File: config.mk
export PLATFORM = sky130hd
export DESIGN_NAME = f2i_convert
export DESIGN_NICKNAME = d
export VERILOG_FILES = /design/src/rtl/f2i_pkg.sv /design/src/rtl/f2i_unpack.sv /design/src/rtl/f2i_align_round.sv /design/src/rtl/f2i_resolve.sv /design/src/rtl/f2i_convert.sv
export SDC_FILE = /design/constraint.sdc
export NUM_CORES = 1
export LEC_CHECK = 0
export BUFFER_PORTS_ARGS = -buffer_cell sky130_fd_sc_hd__buf_2
export CAP_MARGIN = 20
export CELL_PAD_IN_SITES_DETAIL_PLACEMENT = 1
export CELL_PAD_IN_SITES_GLOBAL_PLACEMENT = 2
export CORE_UTILIZATION = 37
export CTS_CLUSTER_SIZE = 24
export DETAILED_ROUTE_END_ITERATION = 8
export PLACE_DENSITY = 0.91
export SLEW_MARGIN = 10
export SYNTH_ARGS = -nofsm -noshare
export SYNTH_HDL_FRONTEND = slang
export SYNTH_SLANG_ARGS = --single-unit
File: constraint.sdc
create_clock -name clk -period 11.5 [get_ports clk]
set_input_delay 0.575 -clock clk [delete_from_list [all_inputs] [get_ports clk]]
set_output_delay 0.575 -clock clk [all_outputs]
set_load 0.02 [all_outputs]
File: src/rtl/f2i_pkg.sv
// Package f2i_pkg
// Shared constants and types for the float-to-integer converter.
// Assumes the exception word order inexact, underflow, overflow, invalid.
package f2i_pkg;

    localparam int NFLAGS = 4;
    localparam int FL_INX = 0;
    localparam int FL_UNF = 1;
    localparam int FL_OVF = 2;
    localparam int FL_INV = 3;

    localparam int SIG_W  = 53;   // double significand including hidden one
    localparam int FRAC_W = 52;
    localparam int EXP_W  = 13;   // signed unbiased exponent width

    typedef enum logic [1:0] {
        RM_NEAR = 2'b00,
        RM_ZERO = 2'b01,
        RM_UP   = 2'b10,
        RM_DOWN = 2'b11
    } rmode_e;

    typedef enum logic [1:0] {
        CL_ZERO,
        CL_TINY,
        CL_NORM,
        CL_SPECIAL
    } fclass_e;

    typedef struct packed {
        logic                    sign;
        fclass_e                 cls;
        logic                    frac_nz;
        logic signed [EXP_W-1:0] exp;
        logic [SIG_W-1:0]        sig;
    } unpacked_t;

endpackage

File: src/rtl/f2i_unpack.sv
// Module f2i_unpack
// Splits a single- or double-precision operand into sign, class, unbiased
// exponent and a 53-bit significand in double layout. A single fraction is
// shifted up by 29 so that its bits line up with the double fraction.
// Assumes a single operand sits in operand[31:0].
module f2i_unpack
    import f2i_pkg::*;
(
    input  logic [63:0] operand,
    input  logic        is_double,
    output unpacked_t   fields
);

    logic [10:0]       exp_field;
    logic              exp_ones;
    logic [FRAC_W-1:0] frac;

    // Select the sign, exponent and fraction of the chosen format
    always_comb begin
        if (is_double) begin
            fields.sign = operand[63];
            exp_field   = operand[62:52];
            exp_ones    = &operand[62:52];
            frac        = operand[51:0];
            fields.exp  = $signed({2'b00, operand[62:52]}) - 13'sd1023;
        end else begin
            fields.sign = operand[31];
            exp_field   = {3'b000, operand[30:23]};
            exp_ones    = &operand[30:23];
            frac        = {operand[22:0], 29'd0};
            fields.exp  = $signed({5'b00000, operand[30:23]}) - 13'sd127;
        end
    end

    // Classify the operand and attach the hidden one
    always_comb begin
        fields.frac_nz = |frac;
        fields.sig     = {1'b1, frac};
        if (exp_ones)
            fields.cls = CL_SPECIAL;
        else if (exp_field == 11'd0)
            fields.cls = fields.frac_nz ? CL_TINY : CL_ZERO;
        else
            fields.cls = CL_NORM;
    end

endmodule

File: src/rtl/f2i_align_round.sv
// Module f2i_align_round
// Moves the binary point of the significand to separate the integer part
// from the fraction, then applies the selected rounding increment.
// Assumes the caller uses the outputs only for exponents in
// [MIN_EXP, INT_W-2]; outside that range the shift is parked at its maximum.
module f2i_align_round
    import f2i_pkg::*;
#(
    parameter int INT_W   = 32,
    parameter int MIN_EXP = -1
) (
    input  logic [SIG_W-1:0]        sig,
    input  logic signed [EXP_W-1:0] exp,
    input  logic                    sign,
    input  rmode_e                  rmode,
    output logic [INT_W-1:0]        mag,
    output logic                    inexact,
    output logic                    carry_ovf
);

    localparam int RSH_MAX = FRAC_W - MIN_EXP;
    localparam int EXT_W   = SIG_W + RSH_MAX;
    localparam int SH_W    = $clog2(EXT_W + 1);
    localparam logic signed [EXP_W-1:0] E_LO = EXP_W'(MIN_EXP);
    localparam logic signed [EXP_W-1:0] E_HI = EXP_W'(INT_W - 2);

    logic [SH_W-1:0]    rsh;
    logic [EXT_W-1:0]   ext;
    logic [SIG_W-1:0]   int_part;
    logic [RSH_MAX-1:0] frac_part;
    logic               rnd_bit;
    logic               stk_bit;
    logic               inc;
    logic [INT_W:0]     sum;
    logic               wide;

    // Right shift distance that leaves the integer part above bit RSH_MAX
    always_comb begin
        if (exp >= E_LO && exp <= E_HI)
            rsh = SH_W'(FRAC_W - int'(exp));
        else
            rsh = SH_W'(RSH_MAX);
    end

    // Align the significand and split integer from fraction
    always_comb begin
        ext       = {sig, {RSH_MAX{1'b0}}} >> rsh;
        int_part  = ext[EXT_W-1:RSH_MAX];
        frac_part = ext[RSH_MAX-1:0];
        rnd_bit   = frac_part[RSH_MAX-1];
        stk_bit   = |frac_part[RSH_MAX-2:0];
        wide      = |int_part[SIG_W-1:INT_W];
    end

    // Choose the rounding increment for the requested direction
    always_comb begin
        unique case (rmode)
            RM_NEAR: inc = rnd_bit & (stk_bit | int_part[0]);
            RM_ZERO: inc = 1'b0;
            RM_UP:   inc = ~sign & (rnd_bit | stk_bit);
            RM_DOWN: inc = sign & (rnd_bit | stk_bit);
            default: inc = 1'b0;
        endcase
    end

    // Add the increment and flag a magnitude that left the signed range
    always_comb begin
        sum       = {1'b0, int_part[INT_W-1:0]} + {{INT_W{1'b0}}, inc};
        mag       = sum[INT_W-1:0];
        carry_ovf = sum[INT_W] | sum[INT_W-1] | wide;
        inexact   = rnd_bit | stk_bit;
    end

endmodule

File: src/rtl/f2i_resolve.sv
// Module f2i_resolve
// Picks the final integer and exception causes from the operand class,
// the exponent range checks and the rounded magnitude, applying the fixed
// escalation of overflow and underflow. Assumes mag is valid whenever the
// exponent lies in [MIN_EXP, INT_W-2].
module f2i_resolve
    import f2i_pkg::*;
#(
    parameter int INT_W   = 32,
    parameter int MIN_EXP = -1
) (
    input  logic                    sign,
    input  fclass_e                 cls,
    input  logic                    frac_nz,
    input  logic signed [EXP_W-1:0] exp,
    input  logic [INT_W-1:0]        mag,
    input  logic                    inexact,
    input  logic                    carry_ovf,
    input  logic [NFLAGS-1:0]       trap_en,
    output logic [INT_W-1:0]        result,
    output logic [NFLAGS-1:0]       cause,
    output logic                    trap
);

    localparam logic signed [EXP_W-1:0] E_LO  = EXP_W'(MIN_EXP);
    localparam logic signed [EXP_W-1:0] E_TOP = EXP_W'(INT_W - 1);
    localparam logic [INT_W-1:0] SAT_POS = {1'b0, {(INT_W-1){1'b1}}};
    localparam logic [INT_W-1:0] MOST_NEG = {1'b1, {(INT_W-1){1'b0}}};

    logic ovf_ev;
    logic unf_ev;
    logic inv_ev;
    logic inx_ev;
    logic [INT_W-1:0] value;

    // Detect the range events and the plain result of the operand
    always_comb begin
        ovf_ev = 1'b0;
        unf_ev = 1'b0;
        inv_ev = 1'b0;
        inx_ev = 1'b0;
        value  = '0;
        unique case (cls)
            CL_SPECIAL: inv_ev = 1'b1;
            CL_ZERO:    value  = '0;
            CL_TINY:    inx_ev = 1'b1;
            CL_NORM: begin
                if (exp < E_LO)
                    unf_ev = 1'b1;
                else if (exp > E_TOP)
                    ovf_ev = 1'b1;
                else if (exp == E_TOP) begin
                    if (sign && !frac_nz)
                        value = MOST_NEG;
                    else
                        ovf_ev = 1'b1;
                end else if (carry_ovf)
                    ovf_ev = 1'b1;
                else begin
                    value  = sign ? (~mag + 1'b1) : mag;
                    inx_ev = inexact;
                end
            end
            default: inv_ev = 1'b1;
        endcase
    end

    // Escalate untrapped range events and form the cause word and result
    always_comb begin
        cause         = '0;
        cause[FL_OVF] = ovf_ev;
        cause[FL_UNF] = unf_ev;
        cause[FL_INX] = inx_ev;
        cause[FL_INV] = inv_ev;
        if ((ovf_ev && !trap_en[FL_OVF]) || (unf_ev && !trap_en[FL_UNF])) begin
            if (trap_en[FL_INX])
                cause[FL_INX] = 1'b1;
            else
                cause[FL_INV] = 1'b1;
        end
        result = (ovf_ev || unf_ev || inv_ev) ? SAT_POS : value;
        trap   = |(cause & trap_en);
    end

endmodule

File: src/rtl/f2i_convert.sv
// Module f2i_convert
// Top level of the float-to-integer converter: decode, align and round,
// resolve exceptions, then one output register stage. Assumes INT_W is at
// most 53 and MIN_EXP is at most INT_W-2.
module f2i_convert
    import f2i_pkg::*;
#(
    parameter int INT_W   = 32,
    parameter int MIN_EXP = -1
) (
    input  logic              clk,
    input  logic              rst_n,
    input  logic              in_valid,
    input  logic [63:0]       operand,
    input  logic              is_double,
    input  logic [1:0]        rmode,
    input  logic [3:0]        trap_en,
    input  logic [3:0]        sticky_in,
    output logic              out_valid,
    output logic [INT_W-1:0]  result,
    output logic [3:0]        cause,
    output logic [3:0]        sticky_out,
    output logic              trap
);

    unpacked_t          fields;
    logic [INT_W-1:0]   mag;
    logic               inexact;
    logic               carry_ovf;
    logic [INT_W-1:0]   res_c;
    logic [NFLAGS-1:0]  cause_c;
    logic               trap_c;

    f2i_unpack u_unpack (
        .operand   (operand),
        .is_double (is_double),
        .fields    (fields)
    );

    f2i_align_round #(.INT_W(INT_W), .MIN_EXP(MIN_EXP)) u_round (
        .sig       (fields.sig),
        .exp       (fields.exp),
        .sign      (fields.sign),
        .rmode     (rmode_e'(rmode)),
        .mag       (mag),
        .inexact   (inexact),
        .carry_ovf (carry_ovf)
    );

    f2i_resolve #(.INT_W(INT_W), .MIN_EXP(MIN_EXP)) u_resolve (
        .sign      (fields.sign),
        .cls       (fields.cls),
        .frac_nz   (fields.frac_nz),
        .exp       (fields.exp),
        .mag       (mag),
        .inexact   (inexact),
        .carry_ovf (carry_ovf),
        .trap_en   (trap_en),
        .result    (res_c),
        .cause     (cause_c),
        .trap      (trap_c)
    );

    // Output stage: capture a conversion when an operand is presented
    always_ff @(posedge clk) begin
        if (!rst_n) begin
            out_valid  <= 1'b0;
            result     <= '0;
            cause      <= '0;
            sticky_out <= '0;
            trap       <= 1'b0;
        end else begin
            out_valid <= in_valid;
            if (in_valid) begin
                result     <= res_c;
                cause      <= cause_c;
                sticky_out <= sticky_in | cause_c;
                trap       <= trap_c;
            end else begin
                trap <= 1'b0;
            end
        end
    end

endmodule

# Word-level counts from Yosys, hierarchy flattened
# Cells that the tools add are included.
[op_classes] reduce_logical=19 addsub=5 bitwise=11 n_lt_le_gt_ge=4 shifts=1 eq_ne=7 mux=36
[ops] op="two-way mux 32 bit" count=8
[ops] op=">> shifter 106 x 7 -> 106 bit" count=1
[ops] op="OR reduction 52 bit" count=2
[ops] op="two-way mux 52 bit" count=1
[ops] op="adder 32 x 1 -> 33 bit" count=1
[ops] op="adder 32 x 1 -> 32 bit, second input constant" count=1
[ops] op="inverter 32 bit" count=1
[ops] op="OR reduction 21 bit" count=1
[ops] op="two-way mux 1 bit" count=20
[ops] op="equality test 13 x 6 -> 1 bit, second input constant" count=1
[ops] op="greater-or-equal comparator 13 x 1 -> 1 bit, second input constant" count=1
[ops] op="> comparator 13 x 6 -> 1 bit, second input constant" count=1
[ops] op="<= comparator 13 x 6 -> 1 bit, second input constant" count=1
[ops] op="< comparator 13 x 1 -> 1 bit, second input constant" count=1
[ops] op="two-way mux 13 bit" count=1
[ops] op="subtractor 11 x 10 -> 12 bit, second input constant" count=1
[ops] op="logical NOT 11 bit" count=1
[ops] op="two-way mux 11 bit" count=1
[ops] op="AND reduction 11 bit" count=1
[ops] op="subtractor 8 x 7 -> 9 bit, second input constant" count=1
[ops] op="equality test 2 bit, second input constant" count=4
[ops] op="AND reduction 8 bit" count=1
[ops] op="two-way mux 7 bit" count=1
[ops] op="subtractor 7 bit, first input constant" count=1
[ops] op="other kinds (15)" count=29
[word_totals] ff_bits=42 output_inout_bits=42 in_bits=78

# Depth between registers and ports, before layout
# Gate-level depths: netlist (run 1).
[logic_depth] word_depth=23 depth_mapped=35 mapped_depth_nobuf=30

# Cells and area by module
# From an unflattened synthesis (run 1), not the netlist that was laid out.
[unflattened] hier_cells=1514 hier_area_um2=10989.3
[by_module_without_submodules] mod="f2i_align_round" n_inst=1 cells_per_inst=1039 seq_area_each_um2=0.0 area_each_um2=7054.3
[by_module_without_submodules] mod="f2i_convert" n_inst=1 cells_per_inst=137 seq_area_each_um2=840.8 area_each_um2=1591.5
[by_module_without_submodules] mod="f2i_resolve" n_inst=1 cells_per_inst=173 seq_area_each_um2=0.0 area_each_um2=1186.1
[by_module_without_submodules] mod="f2i_unpack" n_inst=1 cells_per_inst=165 seq_area_each_um2=0.0 area_each_um2=1157.4

# Least setup slack after synthesis (run 1)
# Ideal clock, no wire load.
[synth_path] path_kind="in2reg" startpoint="input is_double" endpoint="register result[28]" cell_stages=32 path_buffers=6 t_arrival_ns=7.697 slack_ns=3.740 setup_time_ns=0.063 cell_sequence="buf_2 mux2i_1 inv_2 ha_1 nor3_1 a21oi_1 and3_1 buf_2 o21ai_0 buf_2 buf_1 clkbuf_1 clkbuf_1 o31ai_1 nand4b_1 nor4_1 a21oi_1 nor4_1 a21boi_0 o211a_1 ha_1 ha_1 o31a_1 and2_4 or3_1 a21oi_1 mux2i_1 a211oi_4 nand3_2 or3_1 or3_1 nand3_1"
[synth_via] elab_chain_cells=20
[synth_rtl] element="from (decl)" line="f2i_convert.sv:15" source="input logic is_double,"
[synth_rtl] element="parallel branches: the longest is 19 deep, another holds adder 32 x 1 -> 33 bit"
[synth_rtl] element="two-way mux 32 bit (*)" line="f2i_resolve.sv:81" source="result = (ovf_ev || unf_ev || inv_ev) ? SAT_POS : value;"
[synth_rtl] element="to (signal assigned)" line="f2i_convert.sv:75" source="result <= res_c;"
[synth_rtl] element="to (decl)" line="f2i_convert.sv:20" source="output logic [INT_W-1:0] result,"
# Every way passes the cells marked *.
# A chain may end at the register's enable or synchronous reset.

# Worst setup path in the final report (run 1)
[layout_path] startpoint="input operand[23]" endpoint="register result[30]"
[layout_via] elab_chain_cells=21
[layout_rtl] element="from (decl)" line="f2i_convert.sv:14" source="input logic [63:0] operand,"
[layout_rtl] element="parallel branches: the longest is 20 deep, another holds adder 32 x 1 -> 33 bit"
[layout_rtl] element="two-way mux 32 bit (*)" line="f2i_resolve.sv:81"
# Marked as above.

==> qor.csv, run 1 <==
stage;metric;value;unit
cts;Hold Buf Count CTS;0;
sta;Final Max Tran Viols;0;
worst_hold_path;hold endpoint;result[20];
setup_path;crit-path max cell delay;0.85;ns
cts;clk sink count;42;
cts;post-CTS setup buffer count;0;
final_layout;ant diodes;0;
cts;Max Root-Sink Buffers;2;
cts;htree depth;2;
global_route;GRT Total Usage;0.347;
final_layout;nets;1637;
sta;final hold slack;0.483;ns
setup_path;required time worst endpoint;11.65;ns
pwr;Pwr per Cell Area;71.3;nW/um^2
setup_path;element type at the critical path end;flip-flop;
sta;Slew Limit Headroom;0.223;
yosys;synth top area cells;dfxtp_1 8.3%, nand3_1 5.9%, a21oi_1 5.5%, nor2_1 5.0%, mux2i_1 4.1%;
setup_path;most used cell, CP;ha_1;
sta;Tmin final;9.96;ns
floorplanning;Rows;60;
sta;slew at the pin with the worst max-slew slack;1.15;ns
global_route;pin count of the biggest net entering global routing;53;
yosys;Synth cell types;118;
routing;Routed WL;49.6;mm
cts;Worst-path clk slew;0.06;ns
yosys;Synth top cells by count;135 x nor2_1, 120 x nand3_1, 111 x a21oi_1;
yosys;post-synthesis sequential area ratio;0.0827;
yosys;Primary FF master, synth;dfxtp_1;
routing;DR WL/cell;26.3;um
routing;Post-DRT Antenna Nets;0;
floorplanning;DIE HEIGHT;168;um
placed_design;HPWL Detailed;38.6;mm
cts;Skew-Pair Late Insertion Delay;0.29;ns
yosys;syn_area_per_cell;6.79;um^2
global_route;initial antenna violation count;0;
routing;Residual DRC;0;
yosys;Syn Inst Count;1497;
setup_path;Critical Path Start Type;input pin;
floorplanning;starting density of the core;0.377;
yosys;Post-synth EDFFs;0;
yosys;Synth Register Bits;42;
pwr;Leak;0.00422;uW
yosys;Synthesized Nets;1586;
yosys;share of the synthesized area in the top cell type;0.0827;
final_layout;Syn-to-layout area delta;8.88;%
sta;TNS Setup;0;ns
setup_path;worst setup path category;input pin to flip-flop;
floorplanning;full die area;28200;um^2
run;max-cap violations;0;
yosys;count leader, synth;nor2_1;
routing;DR vias;13200;
routing;vias per inst;6.97;
floorplanning;I/O pins;120;
yosys;cell area after synthesis;10200;um^2
routing;DRT iter0 DRCs;1405;
floorplanning;Core Box Area;27000;um^2
placed_design;post-placement cell area;10900;um^2
setup_path;WP data arrival;10.11;ns
cts;Root Driver;clkbuf_16;
final_layout;Fill cells;3527;
placed_design;IO Port Bufs;119;
routing;router iterations before antenna repair;6;
worst_hold_path;Hold Startpoint;result[20];
setup_path;Crit Path Max Fanout;41;
placed_design;RD Place Congestion;1.01;
worst_hold_path;Hold Path Class;flip-flop to flip-flop;
cts;CTS Buf Count;5;
cts;CTS tree;yes;
sta;clock skew;0;ns
setup_path;R2R depth;4;
yosys;synthesis warning total;0;
yosys;asr flop ratio synth;0;
sta;fmax;100;MHz
global_route;vias in the first global route;13100;
worst_hold_path;worst hold path depth;2;
final_layout;Seq. cell area;841;um^2
final_layout;share of cells above drive strength 1;0.178;
setup_path;R2R setup slack;10.16;ns
global_route;first-pass GRT wire length;77.4;mm
setup_path;Critical-path top delay cell;nor4_1;
final_layout;Design Area, Final;11100;um^2
sta;final hold vios;0;
yosys;Yosys top cell by area;dfxtp_1;
pwr;worst vdd ir;0.0575;mV
sta;final-report setup violation count;0;
sta;unrepaired setup endpoints after global routing;false;
sta;Final Cycle Share;0.866;
global_route;total gr overflow;0;
final_layout;multi-input logic area;8660;um^2
setup_path;Crit Reg-Reg Endpoint;result[29];
floorplanning;die width;168;um
cts;cts repair resizes;0;
outcome;run status;finished clean;
setup_path;Crit Reg-Reg Startpoint;result[29];
worst max-delay path by stage:
stage | from | end | depth (start not counted)
2_1_floorplan | is_double | result[28] | 32
3_3_place_gp | is_double | result[28] | 31
3_5_place_dp | operand[23] | result[30] | 30
4_1_cts | is_double | result[30] | 28
5_1_grt | is_double | result[30] | 28
6_report | operand[23] | result[30] | 30
worst max-delay path: cells and delay by family:
family          cells  cell delay [ns]
simple gates       12             3.91
mux                 1             0.31
xor+xnor            1             0.33
buf+inv             4             1.37
compound gates      9             2.74
fa+ha+maj           3             0.82
state kept, by name (all words and copies together), names as in the netlist:
| name | count |
|---|---|
| sticky_out | 4 |
| trap | 1 |
| out_valid | 1 |
| cause | 4 |
| result | 32 |
kinds of logic after synthesis:
| kind of cell | count (synthesis) | share of synthesized area |
|---|---|---|
| buffers and inverters | 145 | 0.0677 |
| AO/OA/AOI/OAI | 509 | 0.362 |
| AND/OR/NAND/NOR | 670 | 0.357 |
| adder cells (fa/ha/maj) | 11 | 0.0135 |
| multiplexers | 58 | 0.0618 |
| XOR/XNOR | 62 | 0.0549 |
| flip-flops | 42 | 0.0827 |
layout make-up:
type / instances / area share
Multi-Input combinational cell: 1310 / 0.782
Timing Repair Buffer: 156 / 0.0789
Sequential cell: 42 / 0.0759
Tap cell: 341 / 0.0385
Clock buffer: 6 / 0.0125
Inverter: 33 / 0.0112
Clock inverter: 2 / 0.00113
through the flow:
step	total power, uW	cells	util	worst slack [ns]
after CTS	780	1889	0.411	1.94
after detailed placement	631	1881	0.405	1.72
after global placement	622	1880	0.405	2.03
final	789	1890	0.411	1.54
after floorplan	482	1497	-	3.74
after global routing	829	1890	0.411	1.07
power breakdown:
group | internal, uW | switching (uW)
Sequential | 159 | 6.63
Combinational | 157 | 320
Clock | 86.0 | 60.5
cell usage in the layout (no fill, tap or decap), types with 30 or more instances in the layout:
| cell | count |
|---|---|
| buf_2 | 119 |
| nor4_1 | 46 |
| nor2_1 | 135 |
| nand4_1 | 44 |
| o21ai_0 | 76 |
| nand3_1 | 120 |
| nor3_1 | 61 |
| inv_1 | 30 |
| xnor2_1 | 34 |
| mux2i_1 | 41 |
| a21oi_1 | 111 |
| dfxtp_1 | 42 |
| nand2_1 | 102 |
| buf_4 | 37 |
routing by layer:
metal  GRT usage  up-vias  part of all wire
met2       0.568      678              0.45
li1            -     5924                 -
met5           0        -                 0
met4       0.156        0             0.048
met1       0.457     6424              0.42
met3      0.0418      144             0.079
(Power assumes the default switching activity.)
==> run 2: changes to the inputs <==
--- a/config.mk
+++ b/config.mk
@@ -9,10 +9,10 @@
 export CAP_MARGIN = 20
 export CELL_PAD_IN_SITES_DETAIL_PLACEMENT = 1
 export CELL_PAD_IN_SITES_GLOBAL_PLACEMENT = 2
-export CORE_UTILIZATION = 37
+export CORE_UTILIZATION = 34
 export CTS_CLUSTER_SIZE = 24
 export DETAILED_ROUTE_END_ITERATION = 8
-export PLACE_DENSITY = 0.91
+export PLACE_DENSITY = 0.85
 export SLEW_MARGIN = 10
 export SYNTH_ARGS = -nofsm -noshare
 export SYNTH_HDL_FRONTEND = slang
==> constraint.sdc (replaced) <==
create_clock -name clk -period 9.4 [get_ports clk]
set_input_delay 0.47 -clock clk [delete_from_list [all_inputs] [get_ports clk]]
set_output_delay 0.47 -clock clk [all_outputs]
set_load 0.02 [all_outputs]
==> run 2 against run 1 <==
First-iteration DRC count is 18% lower. Sequential power up 22%. Flip-flop and latch count unchanged. Critical path depth up 1. Clock-buffer cell count is 1 lower. Worst setup slack lost 1.1 ns. Critical path type unchanged.
==> qor.csv, run 2 (synthesis results as in run 1) <==
stage;metric;value;unit
sta;final-report setup violation count;0;
routing;Residual DRC;0;
routing;router iterations before antenna repair;5;
global_route;pin count of the biggest net entering global routing;52;
global_route;initial antenna violation count;0;
cts;htree depth;2;
global_route;GRT Total Usage;0.340;
global_route;total gr overflow;0;
floorplanning;I/O pins;120;
placed_design;IO Port Bufs;119;
cts;cts repair resizes;0;
sta;fmax;112;MHz
cts;Skew-Pair Late Insertion Delay;0.29;ns
routing;Routed WL;52.8;mm
cts;CTS Buf Count;5;
final_layout;multi-input logic area;8680;um^2
setup_path;Crit Path Max Fanout;20;
sta;Final Max Tran Viols;0;
cts;Worst-path clk slew;0.07;ns
placed_design;RD Place Congestion;1.02;
routing;Post-DRT Antenna Nets;0;
cts;Max Root-Sink Buffers;2;
final_layout;ant diodes;0;
sta;unrepaired setup endpoints after global routing;false;
setup_path;Crit Reg-Reg Startpoint;result[29];
run;max-cap violations;0;
worst_hold_path;Hold Startpoint;sticky_in[2];
floorplanning;DIE HEIGHT;175;um
final_layout;commonest non-fill, non-tap cell in the layout;nor2_1;
final_layout;nets;1667;
floorplanning;full die area;30600;um^2
setup_path;Crit Reg-Reg Endpoint;result[29];
final_layout;Seq. cell area;841;um^2
cts;clk sink count;42;
setup_path;element type at the critical path end;flip-flop;
setup_path;R2R setup slack;8.05;ns
setup_path;crit-path max cell delay;0.56;ns
final_layout;commonest cells after routing, fill and taps aside;134 x nor2_1, 120 x nand3_1, 119 x buf_2, 111 x a21oi_1, 102 x nand2_1;
global_route;first-pass GRT wire length;81.8;mm
sta;Tmin final;8.95;ns
sta;final hold vios;0;
sta;Final Cycle Share;0.952;
final_layout;Largest regs;result x32, cause x4, sticky_out x4;
sta;final hold slack;0.456;ns
routing;vias per inst;6.75;
setup_path;most used cell, CP;a21oi_1;
cts;CTS tree;yes;
cts;Hold Buf Count CTS;0;
final_layout;Top reg by flops;result;
floorplanning;Rows;62;
placed_design;HPWL Detailed;42.0;mm
setup_path;WP data arrival;9.16;ns
floorplanning;Core Box Area;29100;um^2
outcome;run status;finished clean;
setup_path;Critical Path Start Type;input pin;
setup_path;worst setup path category;input pin to flip-flop;
setup_path;Critical-path top delay cell;or4_4;
setup_path;crit path from;is_double;
final_layout;final core utilization;0.391;
final_layout;max FFs per register;32;
sta;clock skew;0;ns
setup_path;R2R depth;4;
sta;Slew Limit Headroom;0.332;
pwr;Leak;0.00437;uW
final_layout;Fill cells;3809;
worst_hold_path;Hold Path Class;input pin to flip-flop;
floorplanning;starting density of the core;0.350;
cts;Root Driver;clkbuf_16;
pwr;worst vdd ir;0.0895;mV
cts;post-CTS setup buffer count;0;
global_route;GR Layer Usage met1;0.456;
final_layout;share of cells above drive strength 1;0.196;
worst_hold_path;hold endpoint;sticky_out[2];
final_layout;Syn-to-layout area delta;11.9;%
sta;TNS Setup;0;ns
global_route;M2 GR Usage;0.544;
sta;slew at the pin with the worst max-slew slack;0.973;ns
routing;DR vias;13200;
global_route;vias in the first global route;13200;
worst_hold_path;worst hold path depth;3;
routing;DR WL/cell;26.9;um
routing;DRT iter0 DRCs;1154;
global_route;global route hottest layer;met2;
floorplanning;die width;175;um
setup_path;required time worst endpoint;9.61;ns
global_route;met3 usage;0.0372;
pwr;Pwr per Cell Area;86.8;nW/um^2
-- run 2: routing by layer --
metal / routed length, um / share of wire
met1: 23100 / 0.44
met2: 23800 / 0.45
met5: 0 / 0
met4: 2410 / 0.046
met3: 3480 / 0.066
-- run 2: through the flow --
| stage | std cells | setup WS [ns] | total power (uW) | area [um^2] |
|---|---|---|---|---|
| after global routing | 1963 | 0.000954 | 1040 | 11400 |
| after CTS | 1962 | 0.509 | 975 | 11300 |
| after global placement | 1954 | 0.633 | 785 | 11200 |
| after detailed placement | 1954 | 0.233 | 794 | 11200 |
| final | 1963 | 0.448 | 987 | 11400 |
| after floorplan | 1497 | 1.75 | 590 | 10200 |
-- run 2: power by group --
part           internal (uW)  switching (uW)  leakage (uW)
clock                   99.4            77.9     0.0000664
combinational            204             403       0.00395
sequential               195            8.48      0.000350
-- run 2: critical path: cells and delay by family --
| family | cells | cell delay [ns] |
|---|---|---|
| and+or+nand+nor | 12 | 3.58 |
| AOI/OAI and AO/OA | 11 | 2.63 |
| buffers and inverters | 4 | 1.01 |
| muxes | 2 | 0.98 |
| adders and majority gates | 2 | 0.46 |
-- run 2: how the worst max path moves through the flow --
stage | slack, ns | end | cells after the start
after floorplan | 1.75 | result[28] | 32
after global placement | 0.63 | result[28] | 31
after detailed placement | 0.23 | result[27] | 31
after CTS | 0.51 | result[27] | 31
after global routing | 0.001 | result[27] | 33
final | 0.45 | result[27] | 31
-- run 2: cell type report --
class | instances | area share
clock buffers | 5 | 0.0110
clock inverters | 3 | 0.00209
inverters | 33 | 0.0109
multi-input cells | 1310 | 0.763
flip-flops and latches | 42 | 0.0739
well taps | 384 | 0.0422
repair buffers | 186 | 0.0966
==> run 3: changes to the inputs <==
--- a/config.mk
+++ b/config.mk
@@ -13,6 +13,7 @@
 export CTS_CLUSTER_SIZE = 24
 export DETAILED_ROUTE_END_ITERATION = 8
 export PLACE_DENSITY = 0.85
+export RECOVER_POWER = 25
 export SLEW_MARGIN = 10
 export SYNTH_ARGS = -nofsm -noshare
 export SYNTH_HDL_FRONTEND = slang
==> run 3 against run 2 <==
The flow now finishes with violations (capacitance limit, slew limit). Clock power about the same. Power down 0.13%. Flip-flop and latch count unchanged. Combinational power about the same. First-iteration DRC count up 1.3%. Core utilization down 0.090 points. Final cell count unchanged. Register-to-register slack worse by 0.05 ns. Global-route usage unchanged. Final area down 0.23%. Clock-buffer cell count unchanged. Sequential power about the same. Critical path type unchanged. Largest cell class unchanged. Largest power group unchanged.
==> qor.csv, run 3 (synthesis results as in run 1) <==
stage;metric;value;unit
global_route;total gr overflow;0;
pwr;Pwr per Cell Area;86.9;nW/um^2
sta;Slew Limit Headroom;-0.411;
global_route;GR Layer Usage met1;0.456;
sta;slew at the pin with the worst max-slew slack;2.12;ns
floorplanning;Core Box Area;29100;um^2
setup_path;element type at the critical path end;flip-flop;
floorplanning;die width;175;um
setup_path;Crit Reg-Reg Endpoint;result[29];
routing;router iterations before antenna repair;5;
cts;Skew-Pair Late Insertion Delay;0.29;ns
routing;vias per inst;6.75;
cts;Hold Buf Count CTS;0;
routing;DR WL/cell;26.9;um
final_layout;commonest non-fill, non-tap cell in the layout;nor2_1;
setup_path;most used cell, CP;a21oi_1;
final_layout;ant diodes;0;
routing;Post-DRT Antenna Nets;0;
placed_design;RD Place Congestion;1.02;
setup_path;crit-path max cell delay;0.56;ns
global_route;met3 usage;0.0372;
global_route;initial antenna violation count;0;
sta;clock skew;0;ns
worst_hold_path;worst hold path depth;3;
setup_path;R2R setup slack;8.00;ns
final_layout;Top reg by flops;result;
final_layout;nets;1667;
run;max-cap violations;1;
setup_path;Critical-path top delay cell;or4_4;
cts;CTS tree;yes;
global_route;global route hottest layer;met2;
placed_design;IO Port Bufs;119;
setup_path;R2R depth;4;
floorplanning;starting density of the core;0.350;
worst_hold_path;Hold Startpoint;sticky_in[2];
pwr;Leak;0.00429;uW
global_route;pin count of the biggest net entering global routing;52;
sta;fmax;112;MHz
worst_hold_path;Hold Path Class;input pin to flip-flop;
routing;DR vias;13300;
final_layout;Syn-to-layout area delta;11.6;%
outcome;failing checks;capacitance limit, slew limit;
cts;CTS Buf Count;5;
final_layout;Final Non-Filler Cells;1963;
setup_path;required time worst endpoint;9.61;ns
placed_design;Placed Instances;1954;
sta;Final Max Tran Viols;50;
floorplanning;Rows;62;
global_route;vias in the first global route;13200;
sta;unrepaired setup endpoints after global routing;false;
setup_path;worst setup path category;input pin to flip-flop;
global_route;first-pass GRT wire length;81.8;mm
cts;htree depth;2;
sta;TNS Setup;0;ns
final_layout;commonest cells after routing, fill and taps aside;134 x nor2_1, 120 x nand3_1, 111 x a21oi_1, 102 x nand2_1, 98 x buf_2;
sta;final-report setup violation count;0;
sta;Final Cycle Share;0.954;
final_layout;max FFs per register;32;
routing;Residual DRC;0;
final_layout;Largest regs;result x32, cause x4, sticky_out x4;
cts;Max Root-Sink Buffers;2;
setup_path;Crit Path Max Fanout;20;
cts;clk sink count;42;
global_route;GRT Total Usage;0.340;
floorplanning;I/O pins;120;
setup_path;Crit Reg-Reg Startpoint;result[29];
floorplanning;DIE HEIGHT;175;um
pwr;worst vdd ir;0.0896;mV
setup_path;Critical Path Start Type;input pin;
final_layout;Fill cells;3812;
routing;DRT iter0 DRCs;1169;
outcome;run status;complete, but fails checks;
setup_path;WP data arrival;9.18;ns
floorplanning;full die area;30600;um^2
global_route;M2 GR Usage;0.544;
cts;Worst-path clk slew;0.07;ns
worst_hold_path;hold endpoint;sticky_out[2];
cts;Root Driver;clkbuf_16;
sta;final hold vios;0;
sta;Tmin final;8.96;ns
routing;Routed WL;52.7;mm
placed_design;HPWL Detailed;42.0;mm
final_layout;share of cells above drive strength 1;0.182;
[run 3: worst max path at each step]
| stage | cells after the start | to | from | slack, ns |
|---|---|---|---|---|
| 2_1_floorplan | 32 | result[28] | is_double | 1.75 |
| 6_report | 31 | result[27] | is_double | 0.44 |
| 3_3_place_gp | 31 | result[28] | is_double | 0.63 |
| 4_1_cts | 31 | result[27] | is_double | 0.51 |
| 5_1_grt | 33 | result[27] | operand[52] | 0.00005 |
| 3_5_place_dp | 31 | result[27] | is_double | 0.23 |
[run 3: cell type report]
cell class	count	area, um^2	area share
clock buffers	5	125	0.0110
clock inverters	3	23.8	0.00209
inverters	33	124	0.0109
multi-input cells	1310	8680	0.765
flip-flops and latches	42	841	0.0741
well taps	384	480	0.0423
repair buffers	186	1070	0.0945
[run 3: repair_timing]
item / 4_1_cts / 5_1_grt
setup endpoints to repair: 0 / 6
hold endpoints to repair: 0 / 0
setup buffers: 0 / 0
gates resized for setup: 0 / 5
[run 3: per-stage QoR]
stage                     hold WS, ns  utilization  power [uW]  setup WS, ns  area [um^2]
after detailed placement        0.486        0.385         794         0.233        11200
after global routing            0.482        0.390        1040     0.0000480        11300
after global placement          0.471        0.385         785         0.633        11200
final                           0.454        0.390         986         0.435        11300
after floorplan                 0.553            -         590          1.75        10200
after CTS                       0.456        0.390         975         0.509        11300
[run 3: power breakdown]
part	internal (uW)	total [uW]	switching (uW)
registers	195	203	8.74
clock network	99.4	177	77.9
logic	202	606	403
total	496	986	490
[run 3: worst max-delay path, delay by kind of cell]
kind	cells	cell delay (ns)
AND/OR/NAND/NOR	12	3.59
AO/OA/AOI/OAI	11	2.64
buffers and inverters	4	1.00
adder cells (fa/ha/maj)	2	0.46
multiplexers	2	0.98
[run 3: routing by layer]
layer  part of all wire  vias up
met5                  0        -
met4              0.046        0
met3              0.065      129
met2               0.45      600
met1               0.44     6542
li1                   -     5981
